$ cat src/rtl/sgpio_pkg.sv
package sgpio_pkg;

  typedef struct packed {
    logic act;
    logic loc;
    logic fail;
  } led_t;

  localparam int BITS_PER_SLOT = 3;
  localparam int NIB_BITS      = 4;

  // position within a slot's three bits: 0 activity, 1 locate, 2 fail
  function automatic logic is_last_bit(input logic [1:0] pos);
    return pos == 2'd2;
  endfunction

  // value for the return line at a given slot position
  function automatic logic sdin_bit(input logic active, input logic [1:0] pos,
                                    input logic present);
    if (!active) return 1'b1;
    return (pos == 2'd0) ? present : 1'b0;
  endfunction

endpackage

$ cat src/rtl/sgpio_sync.sv
module sgpio_sync #(
  parameter int W = 3
) (
  input  logic         clk,
  input  logic         rst_n,
  input  logic [W-1:0] d_i,
  output logic [W-1:0] q_o,
  output logic [W-1:0] rise_o,
  output logic [W-1:0] fall_o
);
  logic [W-1:0] meta_q, sync_q, prev_q;

  always_ff @(posedge clk or negedge rst_n) begin
    if (!rst_n) begin
      meta_q <= '0;
      sync_q <= '0;
      prev_q <= '0;
    end else begin
      meta_q <= d_i;
      sync_q <= meta_q;
      prev_q <= sync_q;
    end
  end

  assign q_o    = sync_q;
  assign rise_o = sync_q & ~prev_q;
  assign fall_o = ~sync_q & prev_q;
endmodule

$ cat src/rtl/sgpio_idle_wd.sv
module sgpio_idle_wd #(
  parameter int TIMEOUT_CYC = 12_800_000
) (
  input  logic clk,
  input  logic rst_n,
  input  logic all_hi_i,
  output logic blank_o
);
  localparam int CW = $clog2(TIMEOUT_CYC + 1);
  localparam logic [CW-1:0] LIMIT = CW'(TIMEOUT_CYC);

  logic [CW-1:0] cnt_q;

  always_ff @(posedge clk or negedge rst_n) begin
    if (!rst_n)             cnt_q <= '0;
    else if (!all_hi_i)     cnt_q <= '0;
    else if (cnt_q != LIMIT) cnt_q <= cnt_q + 1'b1;
  end

  assign blank_o = (cnt_q == LIMIT);

  // the idle counter never runs past its limit
  p_wd_bound_r7: assert property (@(posedge clk) disable iff (!rst_n)
    (cnt_q == LIMIT && all_hi_i) |=> (cnt_q == LIMIT));
  // any low line restarts the count
  p_wd_restart_r7: assert property (@(posedge clk) disable iff (!rst_n)
    !all_hi_i |=> (cnt_q == '0));
endmodule

$ cat src/rtl/sgpio_frame.sv
module sgpio_frame
  import sgpio_pkg::*;
#(
  parameter int NUM_SLOTS = 36,
  parameter int MIN_LOW   = 5
) (
  input  logic                 clk,
  input  logic                 rst_n,
  input  logic                 clk_rise_i,
  input  logic                 clk_fall_i,
  input  logic                 load_i,
  input  logic                 dout_i,
  input  logic [NUM_SLOTS-1:0] present_i,
  output logic                 frame_start_o,
  output logic                 slot_wr_o,
  output logic [((NUM_SLOTS > 1) ? $clog2(NUM_SLOTS) : 1)-1:0] wr_slot_o,
  output led_t                 wr_led_o,
  output logic [3:0]           vendor_o,
  output logic                 sdin_o
);
  localparam int SW = (NUM_SLOTS > 1) ? $clog2(NUM_SLOTS) : 1;
  localparam int LW = $clog2(MIN_LOW + 1);
  localparam logic [LW-1:0] LOW_SAT = LW'(MIN_LOW);
  localparam logic [SW-1:0] LAST_SLOT = SW'(NUM_SLOTS - 1);

  logic [LW-1:0] low_cnt_q;
  logic          active_q;
  logic [1:0]    pos_q;
  logic [SW-1:0] slot_q;
  logic [1:0]    part_q;
  logic [2:0]    nib_cnt_q;
  logic [2:0]    nib_sh_q;
  logic [3:0]    vendor_q;
  logic          data_take;

  assign frame_start_o = clk_rise_i && load_i && (low_cnt_q >= LOW_SAT);
  assign data_take     = clk_rise_i && !frame_start_o && active_q;
  assign slot_wr_o     = data_take && is_last_bit(pos_q);
  assign wr_slot_o     = slot_q;
  assign wr_led_o      = '{act: part_q[0], loc: part_q[1], fail: dout_i};

  always_ff @(posedge clk or negedge rst_n) begin
    if (!rst_n) begin
      low_cnt_q <= '0;
      active_q  <= 1'b0;
      pos_q     <= 2'd0;
      slot_q    <= '0;
      part_q    <= 2'b00;
      nib_cnt_q <= 3'd4;
      nib_sh_q  <= 3'b000;
      vendor_q  <= 4'h0;
    end else begin
      if (clk_rise_i) begin
        if (load_i)                  low_cnt_q <= '0;
        else if (low_cnt_q != LOW_SAT) low_cnt_q <= low_cnt_q + 1'b1;
      end
      if (frame_start_o) begin
        active_q  <= 1'b1;
        pos_q     <= 2'd0;
        slot_q    <= '0;
        nib_cnt_q <= 3'd0;
      end else if (data_take) begin
        if (is_last_bit(pos_q)) begin
          pos_q <= 2'd0;
          if (slot_q == LAST_SLOT) active_q <= 1'b0;
          else                     slot_q   <= slot_q + 1'b1;
        end else begin
          part_q[pos_q[0]] <= dout_i;
          pos_q            <= pos_q + 2'd1;
        end
      end
      if (clk_fall_i && nib_cnt_q < 3'd4) begin
        nib_cnt_q <= nib_cnt_q + 3'd1;
        if (nib_cnt_q == 3'd3) vendor_q <= {load_i, nib_sh_q};
        else                   nib_sh_q[nib_cnt_q[1:0]] <= load_i;
      end
    end
  end

  assign vendor_o = vendor_q;
  assign sdin_o   = sdin_bit(active_q, pos_q, present_i[slot_q]);

  // a start always re-arms the stream at slot 0, bit 0
  p_start_rearm_r1: assert property (@(posedge clk) disable iff (!rst_n)
    frame_start_o |=> (active_q && pos_q == 2'd0 && slot_q == '0));
  // vendor code only moves on the fourth falling edge of a frame
  p_vendor_hold_r2: assert property (@(posedge clk) disable iff (!rst_n)
    !(clk_fall_i && nib_cnt_q == 3'd3) |=> $stable(vendor_q));
  // the last slot's third bit closes the stream
  p_stop_after_last_r5: assert property (@(posedge clk) disable iff (!rst_n)
    (slot_wr_o && slot_q == LAST_SLOT) |=> !active_q);
  // with no link clock edge the slot position holds
  p_pause_holds_r8: assert property (@(posedge clk) disable iff (!rst_n)
    !(clk_rise_i || clk_fall_i) |=> ($stable(slot_q) && $stable(pos_q)));
endmodule

$ cat src/rtl/sgpio_led_target.sv
module sgpio_led_target
  import sgpio_pkg::*;
#(
  parameter int NUM_SLOTS   = 36,
  parameter int TIMEOUT_CYC = 12_800_000
) (
  input  logic                 clk,
  input  logic                 rst_n,
  input  logic                 sclk_i,
  input  logic                 sload_i,
  input  logic                 sdout_i,
  input  logic [NUM_SLOTS-1:0] present_i,
  output logic [NUM_SLOTS-1:0] act_o,
  output logic [NUM_SLOTS-1:0] loc_o,
  output logic [NUM_SLOTS-1:0] fail_o,
  output logic [3:0]           vendor_o,
  output logic                 sdin_o
);
  localparam int SW = (NUM_SLOTS > 1) ? $clog2(NUM_SLOTS) : 1;

  logic [2:0]    line_q, line_rise, line_fall;
  logic          frame_start, slot_wr, blank;
  logic [SW-1:0] wr_slot;
  led_t          wr_led;
  logic [NUM_SLOTS-1:0] act_q, loc_q, fail_q;

  // bit 2 link clock, bit 1 load, bit 0 data-out
  sgpio_sync #(.W(3)) i_sync (
    .clk(clk), .rst_n(rst_n), .d_i({sclk_i, sload_i, sdout_i}),
    .q_o(line_q), .rise_o(line_rise), .fall_o(line_fall)
  );

  sgpio_frame #(.NUM_SLOTS(NUM_SLOTS), .MIN_LOW(5)) i_frame (
    .clk(clk), .rst_n(rst_n),
    .clk_rise_i(line_rise[2]), .clk_fall_i(line_fall[2]),
    .load_i(line_q[1]), .dout_i(line_q[0]), .present_i(present_i),
    .frame_start_o(frame_start), .slot_wr_o(slot_wr),
    .wr_slot_o(wr_slot), .wr_led_o(wr_led),
    .vendor_o(vendor_o), .sdin_o(sdin_o)
  );

  sgpio_idle_wd #(.TIMEOUT_CYC(TIMEOUT_CYC)) i_wd (
    .clk(clk), .rst_n(rst_n), .all_hi_i(&line_q), .blank_o(blank)
  );

  for (genvar s = 0; s < NUM_SLOTS; s++) begin : g_slot
    always_ff @(posedge clk or negedge rst_n) begin
      if (!rst_n) begin
        act_q[s]  <= 1'b0;
        loc_q[s]  <= 1'b0;
        fail_q[s] <= 1'b0;
      end else if (blank) begin
        act_q[s]  <= 1'b0;
        loc_q[s]  <= 1'b0;
        fail_q[s] <= 1'b0;
      end else if (slot_wr && wr_slot == SW'(s)) begin
        act_q[s]  <= wr_led.act;
        loc_q[s]  <= wr_led.loc;
        fail_q[s] <= wr_led.fail;
      end
    end
  end

  assign act_o  = act_q;
  assign loc_o  = loc_q;
  assign fail_o = fail_q;

  // indicators move only on a slot completion or a timeout
  p_hold_unless_write_r4: assert property (@(posedge clk) disable iff (!rst_n)
    ({act_q, loc_q, fail_q} != $past({act_q, loc_q, fail_q})) |-> $past(slot_wr || blank));
  // a timeout leaves every indicator dark
  p_blank_clears_r7: assert property (@(posedge clk) disable iff (!rst_n)
    blank |=> (act_q == '0 && loc_q == '0 && fail_q == '0));
  // a frame start never coincides with a slot write
  p_start_no_write_r1: assert property (@(posedge clk) disable iff (!rst_n)
    frame_start |-> !slot_wr);
endmodule

$ cat config.mk
export PLATFORM = sky130hd
export DESIGN_NAME = sgpio_led_target
export DESIGN_NICKNAME = d
export VERILOG_FILES = /design/src/rtl/sgpio_pkg.sv /design/src/rtl/sgpio_sync.sv /design/src/rtl/sgpio_idle_wd.sv /design/src/rtl/sgpio_frame.sv /design/src/rtl/sgpio_led_target.sv
export SDC_FILE = /design/constraint.sdc
export NUM_CORES = 1
export LEC_CHECK = 0
export BUFFER_PORTS_ARGS = -buffer_cell sky130_fd_sc_hd__clkbuf_2
export CAP_MARGIN = 20
export CORE_UTILIZATION = 35
export CTS_BUF_LIST = sky130_fd_sc_hd__clkbuf_8 sky130_fd_sc_hd__clkbuf_16
export CTS_CLUSTER_SIZE = 25
export DETAILED_ROUTE_END_ITERATION = 10
export HOLD_SLACK_MARGIN = 0.12
export PLACE_DENSITY = 0.53
export SLEW_MARGIN = 20
export SYNTH_ARGS = -nofsm -noshare
export SYNTH_HDL_FRONTEND = slang
export SYNTH_SLANG_ARGS = --single-unit
$ cat constraint.sdc
create_clock -name clk -period 3.3 [get_ports clk]
set_input_delay 0.165 -clock clk [delete_from_list [all_inputs] [get_ports clk]]
set_output_delay 0.165 -clock clk [all_outputs]
set_load 0.01 [all_outputs]
==> results.cfg <==
[grt]
grt_use_total_pct = 18.5
grt_antenna_before_repair = 0
grt_max_degree = 89
grt_pass1_wl_um = 32000
grt_overflow = 0
grt_pass1_vias = 6020

[synth]
synth_area_leader_cell = dfrtp_1
synth_area_per_cell_um2 = 9.94
synthFlopType = dfrtp_1
yosysWarnings = 0
synthTopCellsByArea = dfrtp_1 (53%), mux2i_1 (10%), nor2_1 (5.6%)
ys_types = 45
yosysMostFrequentCell = dfrtp_1
syn_area_mm2 = 0.00760
seq_area_frac_synth_pct = 53.7
syn_nets = 819
synth_top_cell_area_share_pct = 53.3
synth_top_cells_by_count = dfrtp_1 (162), nor2_1 (114), nand2_1 (102), mux2i_1 (78), nand3_1 (61)
synth-seq-cells = 163
synth_edf_count = 0
synth_cells = 765
synthArstFlopShare_pct = 100

[setup_path]
end_kind = register
path_max_fanout = 13
path_class = reg2reg
crit_required_ps = 3600
cp-start-kind = register
arrival_ps = 2820

[sta]
setup_viol = 0
rsz0062_at_grt = no
timing_hold_violations_final = 0
timing.fmax_mhz = 396
clock_skew_ps = 14.3
period_share_pct = 76.5
drv_slew = 0
tns_ps = 0
worst_pin_slew_ps = 962
fin_crit_ps = 2520
slew_headroom_pct = 35.9

[die]
core_area_mm2 = 0.0212
rows = 53
die_h_um = 149
chipWidth_um = 149
start_util_pct = 35.9
io_pins = 154
die-area_mm2 = 0.0223

[clocking]
cts_max_level = 4
cts_buffer_depth = 2
numCtsBuffers = 17
cts_hold_buffers = 4
path_clk_slew_ps = 60
cts_tree = built
clk_latency_ps = 430
root_buffer = clkbuf_16
cts.sinks = 163
ctsResizeCount = 0
post_cts_buffers = 0

[outcome]
status = finished, final reports clean

[power_and_ir_drop]
powerDensity_mw_per_mm2 = 503
p_switching_uw = 1240
seqPwrFrac_pct = 47.3
p_clk_share_pct = 42.9
ir_drop_v = 0.000369
power_frac_comb_pct = 9.8
p_int_uw = 3450
switching_share_pct = 26.4
leakagePower_uw = 0.00455

[placement]
place.gp.congestion = 0.742
port_buffers = 153
dpl.hpwl_um = 13000
post-place-cells = 1164
placed_area_mm2 = 0.00868

[cells_and_area]
diodes = 0
final_nets = 966
layout-drive-gt1-share_pct = 23.8
post-route-util_pct = 44.0
final_cells = 1200
fin_area_mm2 = 0.00931
area_growth_pct = 22.4

[drt]
viasPerCell = 4.99
route.detailed.drc = 0
drt_iter0_markers = 264
ant_nets = 0
wl_per_cell_um = 16.3
wirelength_um = 19500
drt_first_pass_iters = 5
vias = 5982

[run]
drv_cap = 0

[worst_hold_path]
hold_path_class = reg2reg
==> power by group through the flow <==
stage,Combinational [uW],Clock (uW),Sequential (uW)
after floorplan,298,0,2190
after global placement,460,0,2260
after detailed placement,463,0,2260
after CTS,468,2060,2220
after global routing,517,2130,2230
final,458,2010,2220
==> through the flow <==
step                      setup WS (ps)  hold WS, ps  power, uW
after floorplan                    1200         -131       2490
after global placement              828          278       2720
after detailed placement            791          277       2720
after CTS                           785          351       4750
after global routing                581          361       4880
final                               777          348       4680
==> critical path, stage by stage, from the launching register on <==
cell,delay (ps)
dfrtp_1,420
ha_1,260
nor2_1,240
nor2_1,250
or4_1,620
nor2_1,320
mux2i_1,230
nor2_1,60
==> placed cells by master (no fill, tap or decap), types with 2 or more instances in the layout <==
| cell type | count |
|---|---|
| dfrtp_1 | 162 |
| clkbuf_2 | 152 |
| nor2_1 | 114 |
| nand2_1 | 102 |
| mux2i_1 | 78 |
| nand3_1 | 61 |
| a21oi_1 | 56 |
| clkbuf_16 | 17 |
| buf_4 | 17 |
| inv_1 | 15 |
| xor2_1 | 15 |
| ha_1 | 13 |
| nand4_1 | 10 |
| nor3_1 | 9 |
| xnor2_1 | 9 |
| mux2_2 | 9 |
| and3_1 | 8 |
| o21ai_0 | 8 |
| nor2b_1 | 5 |
| o22ai_1 | 5 |
| a22oi_1 | 4 |
| nand4b_1 | 4 |
| or3_1 | 4 |
| dlygate4sd3_1 | 4 |
| nor4_1 | 3 |
| nand3b_1 | 3 |
| clkbuf_8 | 3 |
| inv_6 | 3 |
| buf_12 | 3 |
| or4b_1 | 2 |
| nor4_2 | 2 |
| bufinv_16 | 2 |
| clkinvlp_4 | 2 |
| clkinv_2 | 2 |
==> per-layer routing <==
layer	global-route usage (%)	vias to the layer above	share of wire (%)
li1	-	2894	-
met4	5.10	0	1.0
met5	0	-	0
met3	4.62	15	6.3
met2	29.0	180	45
met1	25.2	2893	48
==> area by class of cell <==
type | count | area, um^2
multi-input cells | 540 | 3240
repair buffers | 177 | 1000
inverters | 13 | 48.8
flip-flops and latches | 163 | 4080
clock buffers | 20 | 467
clock inverters | 12 | 128
fillers | 2064 | 11800
well taps | 275 | 344
==> kinds of logic after synthesis <==
family,after synthesis,share of synthesized area (%)
compound gates,79,5.64
buf+inv,62,3.75
flops,163,53.7
fa+ha+maj,13,2.14
mux,88,11.9
xor+xnor,24,2.76
simple gates,336,20.1
==> path summary, 6_finish.rpt <==
kind                                               endpoint  slack (ps)                              from  depth (start not counted)
setup / recovery                      fail_o[2]$_DFFE_PN0P_         780  i_frame.low_cnt_q[0]$_DFFE_PN0P_                          7
hold / removal                      i_sync.q_o[2]$_DFF_PN0_         350        i_sync.meta_q[2]$_DFF_PN0_                          0
setup reg to reg                      fail_o[2]$_DFFE_PN0P_         780  i_frame.low_cnt_q[0]$_DFFE_PN0P_                          7
hold reg to reg                     i_sync.q_o[2]$_DFF_PN0_         350        i_sync.meta_q[2]$_DFF_PN0_                          0
max in group asynchronous  i_frame.nib_cnt_q[2]$_DFFE_PN1P_        2050                             rst_n                          3
min in group asynchronous            fail_o[34]$_DFFE_PN0P_         370                             rst_n                          2
==> state kept, by name (all words and copies together) (netlist names) <==
name and count:
i_frame.pos_q 2, loc_o 36, i_sync.q_o 3, i_sync.meta_q 3, act_o 36, i_frame.wr_slot_o 6
i_frame.low_cnt_q 3, i_wd.cnt_q 24, i_frame.active_q 1, i_frame.vendor_o 4, i_frame.nib_cnt_q 3, i_sync.prev_q 1
i_frame.part_q 2, i_frame.nib_sh_q 3, fail_o 36
Note: power is estimated with default switching activity, not from simulation.
